## config.mk

```make
export PLATFORM = sky130hd
export DESIGN_NAME = tgt_cache_encoder
export DESIGN_NICKNAME = d
export VERILOG_FILES = /design/src/rtl/tgt_cache_pkg.sv /design/src/rtl/tgt_cache_match.sv /design/src/rtl/tgt_cache_lru.sv /design/src/rtl/tgt_cache_encoder.sv
export SDC_FILE = /design/constraint.sdc
export NUM_CORES = 1
export LEC_CHECK = 0
export BUFFER_PORTS_ARGS = -buffer_cell sky130_fd_sc_hd__buf_2
export CORE_ASPECT_RATIO = 1.4
export CORE_MARGIN = 1.5
export CORE_UTILIZATION = 50
export DETAILED_ROUTE_END_ITERATION = 7
export GPL_ROUTABILITY_DRIVEN = 0
export GPL_TIMING_DRIVEN = 0
export PLACE_DENSITY_LB_ADDON = 0.2
export SETUP_SLACK_MARGIN = 0.3
export SLEW_MARGIN = 40
export SYNTH_ARGS = -nofsm -noshare
export SYNTH_HDL_FRONTEND = slang
export SYNTH_SLANG_ARGS = --single-unit
```

## constraint.sdc

```tcl
create_clock -name clk -period 12.13 [get_ports clk]
set_input_delay 2.426 -clock clk [delete_from_list [all_inputs] [get_ports clk]]
set_output_delay 2.426 -clock clk [all_outputs]
set_load 0.01 [all_outputs]
```

## src/rtl/tgt_cache_pkg.sv

```systemverilog
package tgt_cache_pkg;

   typedef enum logic {
      KIND_ADDR  = 1'b0,
      KIND_INDEX = 1'b1
   } pkt_kind_e;

endpackage

```

## src/rtl/tgt_cache_match.sv

```systemverilog
module tgt_cache_match #(
   parameter int ENTRIES = 8,
   parameter int ADDR_W  = 32,
   localparam int IDX_W  = $clog2(ENTRIES)
) (
   input  logic [ENTRIES-1:0][ADDR_W-1:0] tags_i,
   input  logic [ENTRIES-1:0]             valid_i,
   input  logic [ADDR_W-1:0]              key_i,
   output logic                           hit_o,
   output logic [IDX_W-1:0]               hit_idx_o
);

   logic [ENTRIES-1:0] eq_vec;

   // one comparator per entry, all evaluated in the same cycle
   for (genvar g = 0; g < ENTRIES; g++) begin : g_cmp
      assign eq_vec[g] = valid_i[g] && (tags_i[g] == key_i);
   end

   assign hit_o = |eq_vec;

   // entries are unique, so at most one bit is set and OR-encoding is safe
   always_comb begin
      hit_idx_o = '0;
      for (int i = 0; i < ENTRIES; i++) begin
         if (eq_vec[i]) hit_idx_o = hit_idx_o | IDX_W'(i);
      end
   end

endmodule

```

## src/rtl/tgt_cache_lru.sv

```systemverilog
module tgt_cache_lru #(
   parameter int ENTRIES = 8,
   localparam int IDX_W  = $clog2(ENTRIES)
) (
   input  logic                          clk,
   input  logic                          rst_n,
   input  logic                          clear_i,
   input  logic                          touch_i,
   input  logic [IDX_W-1:0]              touch_idx_i,
   input  logic [ENTRIES-1:0]            valid_i,
   output logic [IDX_W-1:0]              victim_idx_o,
   output logic [ENTRIES-1:0][IDX_W-1:0] ages_o
);

   localparam logic [IDX_W-1:0] OLDEST = IDX_W'(ENTRIES - 1);

   // ages form a permutation of 0..ENTRIES-1; 0 is most recent
   logic [ENTRIES-1:0][IDX_W-1:0] ages_q;
   logic [IDX_W-1:0]              touched_age;

   assign touched_age = ages_q[touch_idx_i];
   assign ages_o      = ages_q;

   for (genvar g = 0; g < ENTRIES; g++) begin : g_age
      always_ff @(posedge clk or negedge rst_n) begin
         if (!rst_n) begin
            ages_q[g] <= IDX_W'(g);
         end else if (clear_i) begin
            ages_q[g] <= IDX_W'(g);
         end else if (touch_i) begin
            if (touch_idx_i == IDX_W'(g))
               ages_q[g] <= '0;
            else if (ages_q[g] < touched_age)
               ages_q[g] <= ages_q[g] + 1'b1;
         end
      end
   end

   // lowest invalid entry first, otherwise the oldest entry
   always_comb begin
      logic found_inv;
      found_inv    = 1'b0;
      victim_idx_o = '0;
      for (int i = ENTRIES - 1; i >= 0; i--) begin
         if (!valid_i[i]) begin
            victim_idx_o = IDX_W'(i);
            found_inv    = 1'b1;
         end
      end
      if (!found_inv) begin
         for (int i = 0; i < ENTRIES; i++) begin
            if (ages_q[i] == OLDEST) victim_idx_o = IDX_W'(i);
         end
      end
   end

endmodule

```

## src/rtl/tgt_cache_encoder.sv

```systemverilog
module tgt_cache_encoder
   import tgt_cache_pkg::*;
#(
   parameter int ENTRIES = 8,
   parameter int ADDR_W  = 32,
   localparam int IDX_W  = $clog2(ENTRIES)
) (
   input  logic              clk,
   input  logic              rst_n,
   input  logic              sync_i,
   input  logic              enable_i,
   input  logic              evt_valid_i,
   input  logic              evt_hist_i,
   input  logic [ADDR_W-1:0] evt_target_i,
   output logic              pkt_valid_o,
   output logic              pkt_is_index_o,
   output logic              pkt_hist_o,
   output logic [IDX_W-1:0]  pkt_index_o,
   output logic [ADDR_W-1:0] pkt_addr_o
);

   if (ENTRIES < 2) begin : g_chk_min
      $error("tgt_cache_encoder: ENTRIES must be at least 2");
   end
   if ((1 << IDX_W) != ENTRIES) begin : g_chk_pow2
      $error("tgt_cache_encoder: ENTRIES must be a power of two");
   end
   if (ADDR_W <= IDX_W) begin : g_chk_width
      $error("tgt_cache_encoder: ADDR_W must exceed the index width");
   end

   logic [ENTRIES-1:0][ADDR_W-1:0] tags_q;
   logic [ENTRIES-1:0]             valid_q;
   logic [ENTRIES-1:0][IDX_W-1:0]  ages_w;
   logic                           hit;
   logic [IDX_W-1:0]               hit_idx;
   logic [IDX_W-1:0]               victim_idx;
   logic                           lookup;
   logic                           use_hit;
   logic                           install;
   logic [IDX_W-1:0]               touch_idx;
   pkt_kind_e                      kind;

   assign lookup    = evt_valid_i && enable_i && !sync_i;
   assign use_hit   = lookup && hit;
   assign install   = lookup && !hit;
   assign touch_idx = hit ? hit_idx : victim_idx;
   assign kind      = use_hit ? KIND_INDEX : KIND_ADDR;

   tgt_cache_match #(
      .ENTRIES (ENTRIES),
      .ADDR_W  (ADDR_W)
   ) u_match (
      .tags_i    (tags_q),
      .valid_i   (valid_q),
      .key_i     (evt_target_i),
      .hit_o     (hit),
      .hit_idx_o (hit_idx)
   );

   tgt_cache_lru #(
      .ENTRIES (ENTRIES)
   ) u_lru (
      .clk          (clk),
      .rst_n        (rst_n),
      .clear_i      (sync_i),
      .touch_i      (lookup),
      .touch_idx_i  (touch_idx),
      .valid_i      (valid_q),
      .victim_idx_o (victim_idx),
      .ages_o       (ages_w)
   );

   for (genvar g = 0; g < ENTRIES; g++) begin : g_entry
      always_ff @(posedge clk or negedge rst_n) begin
         if (!rst_n) begin
            valid_q[g] <= 1'b0;
            tags_q[g]  <= '0;
         end else if (sync_i) begin
            valid_q[g] <= 1'b0;
         end else if (install && (victim_idx == IDX_W'(g))) begin
            valid_q[g] <= 1'b1;
            tags_q[g]  <= evt_target_i;
         end
      end
   end

   always_ff @(posedge clk or negedge rst_n) begin
      if (!rst_n) begin
         pkt_valid_o    <= 1'b0;
         pkt_is_index_o <= 1'b0;
         pkt_hist_o     <= 1'b0;
         pkt_index_o    <= '0;
         pkt_addr_o     <= '0;
      end else begin
         pkt_valid_o    <= evt_valid_i;
         pkt_is_index_o <= evt_valid_i && (kind == KIND_INDEX);
         pkt_hist_o     <= evt_valid_i && evt_hist_i;
         pkt_index_o    <= use_hit ? hit_idx : '0;
         pkt_addr_o     <= (evt_valid_i && !use_hit) ? evt_target_i : '0;
      end
   end

endmodule

```

======== Word level (Yosys, flattened, before mapping) ========
Cells that the tools add are included.
W data, S select, Z words.
word-level totals
  logic and storage cells ................. 225
  output and inout port bits .............. 38
  bits in registers ....................... 326
  input port bits ......................... 38
cells by class
  order comparisons ....................... 9
  reduce and logical (&&, ||, !) cells .... 62
  bitwise logic cells ..................... 1
  equality and inequality tests ........... 30
  add/sub/neg operators ................... 8
  multiplexer cells ....................... 86
operators by type and width
  operator               number
  $eq A32 B32 Y1         8
  $mux W3                56
  $eq A3 B3 Y1 const B   16
  $mux W32               1
  $reduce_and A2 Y1      16
  $mux W1                26
  $add A3 B1 Y3 const B  8
  $lt A3 B3 Y1           8
  $reduce_bool A3 Y1     8
  $logic_and A1 B1 Y1    23
  $reduce_bool A2 Y1     9
  $eq A3 B2 Y1 const B   4
  $bmux W3 S3            1
  $reduce_or A8 Y1       1
  $eq A3 B1 Y1 const B   2
  $logic_not A3 Y1       2
  $lt A3 B4 Y1 const B   1
  $mux W2                2
  $logic_not A1 Y1       3
  $not A1 Y1             1

======== Logic depth before layout (Yosys ltp) ========
Gate-level depths: netlist of run 1.
  depth in word-level cells ............... 25
  mapped depth ............................ 19
  mapped depth without buffers ............ 18

======== Hierarchy ========
From an unflattened synthesis of run 1, not the netlist that was laid out.
unflattened totals
  cells, all modules ...................... 1288
  area total of the unflattened synthesis .. 16619.7 sq um
by module, submodules not included
  module             cells each  area each (sq um)  times used
  tgt_cache_encoder  662         11255.8            1
  tgt_cache_match    385         3090.5             1
  tgt_cache_lru      241         2273.4             1

======== Worst setup path after synthesis of run 1 ========
OpenSTA, ideal clock, no wires.
  kind .................................... input port to flip-flop
  start point ............................. input port evt_target_i[7]
  end point ............................... register u_lru.ages_q, in the netlist u_lru.ages_o[0]
  stages .................................. 17
  slack ................................... 5.983 ns
  arrival ................................. 6.020 ns
  cell sequence ........................... buf_4 xor2_1 nor4_1 nand4_1 or4_1 nand4_1 o21ba_4 and2_1 buf_4 a222oi_1 o21ai_0 mux2_2 ha_1 or2_2 a21oi_1 a21oi_2 mux2_1
between the ends
  word-level cells in the longest chain between the ends .. 15
  elaborated cells between the ends (all ways) .. 34
  classes of those cells .................. order compare (1); eq/ne (8); mux (13); reduce/logical (12)
ends and longest elaborated chain
  element                              line                     RTL
  start: declaration                   tgt_cache_encoder.sv:14  input logic [ADDR_W-1:0] evt_target_i,
  $eq A32 B32 Y1                       tgt_cache_match.sv:17    assign eq_vec[g] = valid_i[g] && (tags_i[g] == key_i);
  $logic_and A1 B1 Y1                  tgt_cache_match.sv:17
  $mux W1                              tgt_cache_match.sv:26    if (eq_vec[i]) hit_idx_o = hit_idx_o | IDX_W'(i);
  $mux W2 (2 in a row)                 tgt_cache_match.sv:26
  $mux W3 (4 in a row)                 tgt_cache_match.sv:26
  $mux W3 *                            tgt_cache_encoder.sv:47  assign touch_idx = hit ? hit_idx : victim_idx;
  $bmux W3 S3                          tgt_cache_lru.sv:21      assign touched_age = ages_q[touch_idx_i];
  $mux W3 (implied by the code)        tgt_cache_lru.sv:21
  $lt A3 B3 Y1                         tgt_cache_lru.sv:33      else if (ages_q[g] < touched_age)
  $reduce_bool A3 Y1 (no source line)  --
  $reduce_and A2 Y1 (no source line)   --
  end signal: indexed assignment       tgt_cache_lru.sv:27      ages_q[g] <= IDX_W'(g);
  end signal: indexed assignment       tgt_cache_lru.sv:29      ages_q[g] <= IDX_W'(g);
  end signal: indexed assignment       tgt_cache_lru.sv:34      ages_q[g] <= ages_q[g] + 1'b1;
  end: declaration                     tgt_cache_lru.sv:18      logic [ENTRIES-1:0][IDX_W-1:0] ages_q;
Mark *: on every way between the ends. The rest lies on a longest branch, timed or not. The select of a mux whose other input is x is not followed.
A chain may end at the register's enable or synchronous reset.

======== Final worst setup path of run 1 ========
  start point ............................. input port evt_target_i[4]
  end point ............................... register u_lru.ages_q, in the netlist u_lru.ages_o[22]
Same word-level chain as after synthesis.

==> metrics, run 1 <==
run status finished clean; global route hottest layer met2; Worst IR Drop VDD 0.0897 mV; CTS tree done; chip height 224 um; Slew headroom between 40% and 50%; final HPWL from detailed placement 42900 um; Final period util 56.1%; NumNets Final 1646; Post-route DRC 0; share of layout cells above drive strength 1 about 28%; core area 34200 um2; YS warnings 0; worst skew pair latency 540 ps; postcts setup bufs 0; Critical Path AT 7270 ps; largest net degree at the start of global routing 74; final hold vios 0; Die Footprint 36100 um2; most common cell after layout, fill and taps aside dfrtp_1; syn_nets 1561; Critical Path Source Type primary input; Unique masters post-synth 86; Port Buffer Count 43; Period minus WS final approximately 7000 ps; Antenna Nets Post-Route 0; CTS root buffer clkbuf_16; H-Tree Depth 2; Post-Route WL 56700 um; maximum clock rate 147 MHz; vias in the first global route ~13000; # clock sinks 326; WP data required 12590 ps; critical path capture point type flip-flop; grt ovf 0; Worst-path clk slew 60 ps; slew at the pin closest to its max-slew limit between 800 and 900 ps; Final Util 57.3%; leakage power total roughly 9.4 nW; hold buffer count at cts 0; GR Layer Usage met1 36.8%; number of synthesized flops with an enable pin 0; area growth from synthesis to layout 12.3%; Starting Density 51.0%; RSZ-0062 raised after global routing false; Max-Cap Viols 0; Rows 80; CP Class primary input to flip-flop; met3 usage about 5.0%; Syn Area/Cell roughly 12 um2; Power Total about 2.8 mW; register area share after synthesis 46.8%; ys flop type dfrtp_1; hold crit path type flip-flop to flip-flop; asr flop ratio synth between 90% and 100%; skew final approximately 20 ps; M2 GR Usage 52.6%; Crit Path Max Fanout 10; clk buf depth 3; Max Slew Vio Count 0; CTS Buf Count 35; Pre-Repair DR Iteration Count 8; gr usage total between 30% and 40%; DRT iter0 DRCs 1055; Die W around 160 um; vias per cell 6.24; flops & latches, synth 326; r2r worst-path depth 19; Post-Syn Instances 1499; Setup TNS Final 0 ps; antenna cells 0; hold depth 2; synthesized area 17500 um2; antenna violations before repair 0; vias post-DR approximately 13000; # IOs 76; commonest cells after routing, fill and taps aside dfrtp_1 (314), mux2_2 (241), xor2_1 (219); CTS resizes 0; PwrDens 145 nW/um2; WL/cell 27.5 um; first-pass GRT wire length around 84000 um; # setup viols final 0
## path summary, 6_finish.rpt
path | startpoint | end | slack (ps)
hold / removal | tags_q[71]$_DFFE_PN0P_ | tags_q[71]$_DFFE_PN0P_ | 500
min in group asynchronous | rst_n | pkt_addr_o[5]$_DFF_PN0_ | 1800
setup / recovery | evt_target_i[4] | u_lru.ages_o[22]$_DFFE_PN1P_ | 5320
setup reg to reg | u_lru.ages_o[16]$_DFFE_PN0P_ | u_lru.ages_o[22]$_DFFE_PN1P_ | 6950
hold reg to reg | tags_q[71]$_DFFE_PN0P_ | tags_q[71]$_DFFE_PN0P_ | 500
max in group asynchronous | rst_n | u_lru.ages_o[21]$_DFFE_PN1P_ | 9370
## area by class of cell
| cell class | instances | area (um2) |
|---|---|---|
| Sequential cell | 326 | 8170 |
| Clock buffer | 52 | 1040 |
| Multi-Input combinational cell | 1043 | 8620 |
| Fill cell | 2952 | 14600 |
| Tap cell | 451 | 564 |
| Buffer | 100 | 572 |
| Timing Repair Buffer | 48 | 355 |
| Clock inverter | 11 | 174 |
| Inverter | 30 | 113 |
## through the flow
stage	hold slack (ps)	setup WS, ps	std cells	instance area, um2
floorplan	469	5980	1499	17500
detailed placement	490	4900	1998	18400
CTS	503	5420	2061	19600
global route	521	5210	2061	19600
global placement	484	2320	1993	18200
finish	503	5320	2061	19600
## synth_stat cells, types with 6 or more instances
cell type	n	area [um2]
dfstp_2	12	315
or3_1	7	43.8
nor2_1	25	93.8
ha_1	24	300
nor4_1	90	563
buf_2	19	95.1
and2_1	8	50.1
nor2b_1	7	43.8
o21ai_0	42	210
mux2_2	241	2710
or4_1	6	45.0
xor2_1	220	1930
o2111ai_1	6	52.6
nand4_1	23	144
nand2_1	67	251
buf_4	25	188
clkbuf_1	46	173
and3_1	40	250
inv_1	29	109
nand2b_1	8	50.1
xnor2_1	34	298
nand4b_1	7	61.3
nor3_1	14	70.1
dfrtp_1	314	7860
nor4b_1	8	70.1
nand3_1	30	150
buf_6	10	113
a21oi_1	17	85.1
## flip-flops by register name (all words and copies together) (netlist names)
| name | flops |
|---|---|
| valid_q | 8 |
| pkt_valid_o | 1 |
| pkt_addr_o | 32 |
| u_lru.ages_o | 24 |
| pkt_is_index_o | 1 |
| tags_q | 256 |
| pkt_hist_o | 1 |
| pkt_index_o | 3 |
## worst max-delay path, stage by stage
cell,delay (ps)
buf_4,220
buf_2,390
xor2_1,200
nor4_1,690
nand4_1,200
nor4_2,380
nor4_2,120
a31o_4,300
and2_1,140
buf_4,160
a222oi_1,250
o21ai_0,140
mux2_2,400
ha_1,360
nand2_1,80
a21oi_1,40
a311oi_1,340
nand3_1,140
o221a_1,270
## layer usage
layer	vias up	share of wire (%)
met5	-	0
met4	0	11
met3	253	5.7
met2	597	47
met1	6448	36
li1	5572	-
## cell families after synthesis
logic type / share of synthesized area, %
and+or+nand+nor: 12.4
DFF: 46.8
xor gates and xnor gates: 12.7
muxes: 15.8
AOI/OAI and AO/OA: 6.54
buffers and inverters: 3.90
adders and majority gates: 1.78
## where the power goes
group / internal (mW) / switching, mW
logic: 0.172 / 0.303
registers: 1.17 / 0.0581
clock network: 0.683 / 0.453
Power figures use the tool's default switching activity.
==> inputs of run 2 (changes only) <==
--- a/config.mk
+++ b/config.mk
@@ -5,6 +5,7 @@
 export SDC_FILE = /design/constraint.sdc
 export NUM_CORES = 1
 export LEC_CHECK = 0
+export ABC_AREA = 1
 export BUFFER_PORTS_ARGS = -buffer_cell sky130_fd_sc_hd__buf_2
 export CORE_ASPECT_RATIO = 1.4
 export CORE_MARGIN = 1.5
==> constraint.sdc (replaced) <==
create_clock -name clk -period 5.5 [get_ports clk]
set_input_delay 1.1 -clock clk [delete_from_list [all_inputs] [get_ports clk]]
set_output_delay 1.1 -clock clk [all_outputs]
set_load 0.01 [all_outputs]
==> run 2 against run 1 <==
Synthesized cell count up 48%. Via count up 23%. Hold slack worse by 89 ps. Clock skew up 7.2 ps. Cell count up 36%. Worst setup slack worse by 4400 ps. Die area down 1.3%. Clock power up 120%. Register-to-register slack worse by 5400 ps. Critical path type unchanged.
==> metrics, run 2 <==
run status finished clean; Port Buffer Count 59; WP data required 5960 ps; YS warnings 0; ys flop type dfrtp_1; vias per cell 5.68; flops & latches, synth 326; Starting Density around half; CP Class primary input to flip-flop; grt ovf 0; hold crit path type primary input to asynchronous set/reset pin; slowest cell on the critical path a31oi_2; worst setup margin 932 ps; DRT iter0 DRCs 1750; Syn Area/Cell just under 8 um2; H-Tree Depth 2; r2r worst-path depth 21; CP peak stage delay 470 ps; register area share after synthesis 47.4%; crit path cell chain buf_2, inv_2, buf_2, nand2_1, nand4_1, nor2_1, nand2_1, nor2_1, nand3_1, nand2_2, nor2_4, and2_4, nand3_4, nand2_4, nand2_2, o21ai_0, nor3_1, a31oi_2, ha_1, a21boi_2, a21oi_1, nand4_1, nand2_1; # IOs 76; # setup viols final 0; Max Slew Vio Count 0; skew final 27.1 ps; hold buffer count at cts 0; Unique masters post-synth 46; family with the most delay on the worst path simple AND/OR/NAND/NOR gates; met3 usage 6.55%; first-pass GRT wire length between 90000 and 100000 um; Setup TNS Final 0 ps; Critical Path AT 5030 ps; top-area cell type share of the netlist area a little under half; most common cell after layout, fill and taps aside nand2_1; clk buf depth 3; global route hottest layer met2; CTS tree done; GR Layer Usage met1 between 40% and 50%; slew at the pin closest to its max-slew limit 774 ps; chip height 223 um; syn_nets roughly 2300; final hold vios 0; Post-route DRC 0; Post-Syn Instances about 2200; Die Footprint 35600 um2; synthesized area roughly 17000 um2; Reg with most FFs tags_q; CTS Buf Count 35; postcts setup bufs 0; PwrDens 325 nW/um2; Worst-path clk slew 60 ps; Antenna Nets Post-Route 0; NumNets Final 2387; commonest cells after routing, fill and taps aside nand2_1 (725), dfrtp_1 (314), o21ai_0 (284); number of synthesized flops with an enable pin 0; worst skew pair latency 550 ps; Levels on crit path 23; Max-Cap Viols 0; gr usage total 35.1%; maximum clock rate ~220 MHz; Worst IR Drop VDD 0.238 mV; Rows 80; max reg flops approximately 260; Synth area leader dfrtp_1; asr flop ratio synth between 90% and 100%; critical path capture point type flip-flop; Area contributors post-synth dfrtp_1 (46%), nand2_1 (16%), o21ai_0 (8.3%); RSZ-0062 raised after global routing false; Pre-Repair DR Iteration Count 6; Critical Path Source Type primary input; Final Util 57.0%; top-count cell post-synth nand2_1; core area 34000 um2; reg-to-reg setup timing slack about 1500 ps; area growth from synthesis to layout 12.6%; Commonest cells post-synth nand2_1 (725), dfrtp_1 (314), o21ai_0 (285); Final period util 83.1%; leakage power total 9.47 nW; Critical Path Most Common Cell nand2_1; Die W about 160 um; Period minus WS final 4570 ps; # clock sinks 326; M2 GR Usage 54.9%; CP bufs+invs 3; CTS resizes 0; largest net degree at the start of global routing 74; Slew headroom around half; Post-Route WL approximately 62000 um; worst slack, placed 480 ps; antenna cells 0; Crit Path Max Fanout 10; vias in the first global route 15400; share of layout cells above drive strength 1 12.1%; CTS root buffer clkbuf_16; vias post-DR 15900; WL/cell 22.1 um; final HPWL from detailed placement ~43000 um; antenna violations before repair 0
run 2: path summary, 6_finish.rpt:
kind	from	endpoint
min in group clk	tags_q[129]$_DFFE_PN0P_	tags_q[129]$_DFFE_PN0P_
min reg2reg	tags_q[129]$_DFFE_PN0P_	tags_q[129]$_DFFE_PN0P_
max in group asynchronous	rst_n	pkt_addr_o[29]$_DFF_PN0_
max	evt_target_i[0]	u_lru.ages_o[2]$_DFFE_PN0P_
min	rst_n	pkt_addr_o[7]$_DFF_PN0_
max reg2reg	tags_q[4]$_DFFE_PN0P_	u_lru.ages_o[2]$_DFFE_PN0P_
run 2: area by class of cell:
cell class,count,area [um2]
well taps,451,564
repair buffers,64,443
flip-flops and latches,326,8170
clock inverters,7,150
plain buffers,119,759
inverters,259,1010
clock buffers,53,1000
multi-input cells,1520,7300
fillers,3197,14600
run 2: where the power goes:
| group | switching, mW | leakage, nW | internal (mW) |
|---|---|---|---|
| sequential | 0.152 | 3.96 | 2.61 |
| combinational | 0.710 | 4.95 | 0.378 |
| clock | 1.00 | 0.560 | 1.45 |
| total | 1.87 | 9.47 | 4.44 |
run 2: kinds of logic (layout without fill, tap and decap cells):
logic type      count (synthesis)  after routing  synth area share, %
simple gates                 1059           1059                 25.7
fa+ha+maj                      24             24                 1.74
flops                         326            326                 47.4
xor+xnor                       52             52                 2.64
compound gates                375            375                 11.6
mux                            10             10                0.653
buf+inv                       378            502                 10.3
run 2: layer usage:
metal | share of wire (%) | routed length, um
met3 | 9.0 | 5570
met2 | 45 | 28000
met1 | 36 | 22500
met5 | 0 | 0
met4 | 9.2 | 5690
run 2: stage by stage:
| stage | std cells | total power [mW] | cell area, um2 | hold slack, ps |
|---|---|---|---|---|
| after floorplan | 2224 | 3.46 | 17200 | 453 |
| after global placement | 2734 | 3.82 | 18100 | 468 |
| after detailed placement | 2739 | 3.87 | 18200 | 474 |
| after CTS | 2799 | 6.30 | 19400 | 414 |
| after global routing | 2799 | 6.54 | 19400 | 428 |
| final | 2799 | 6.30 | 19400 | 413 |
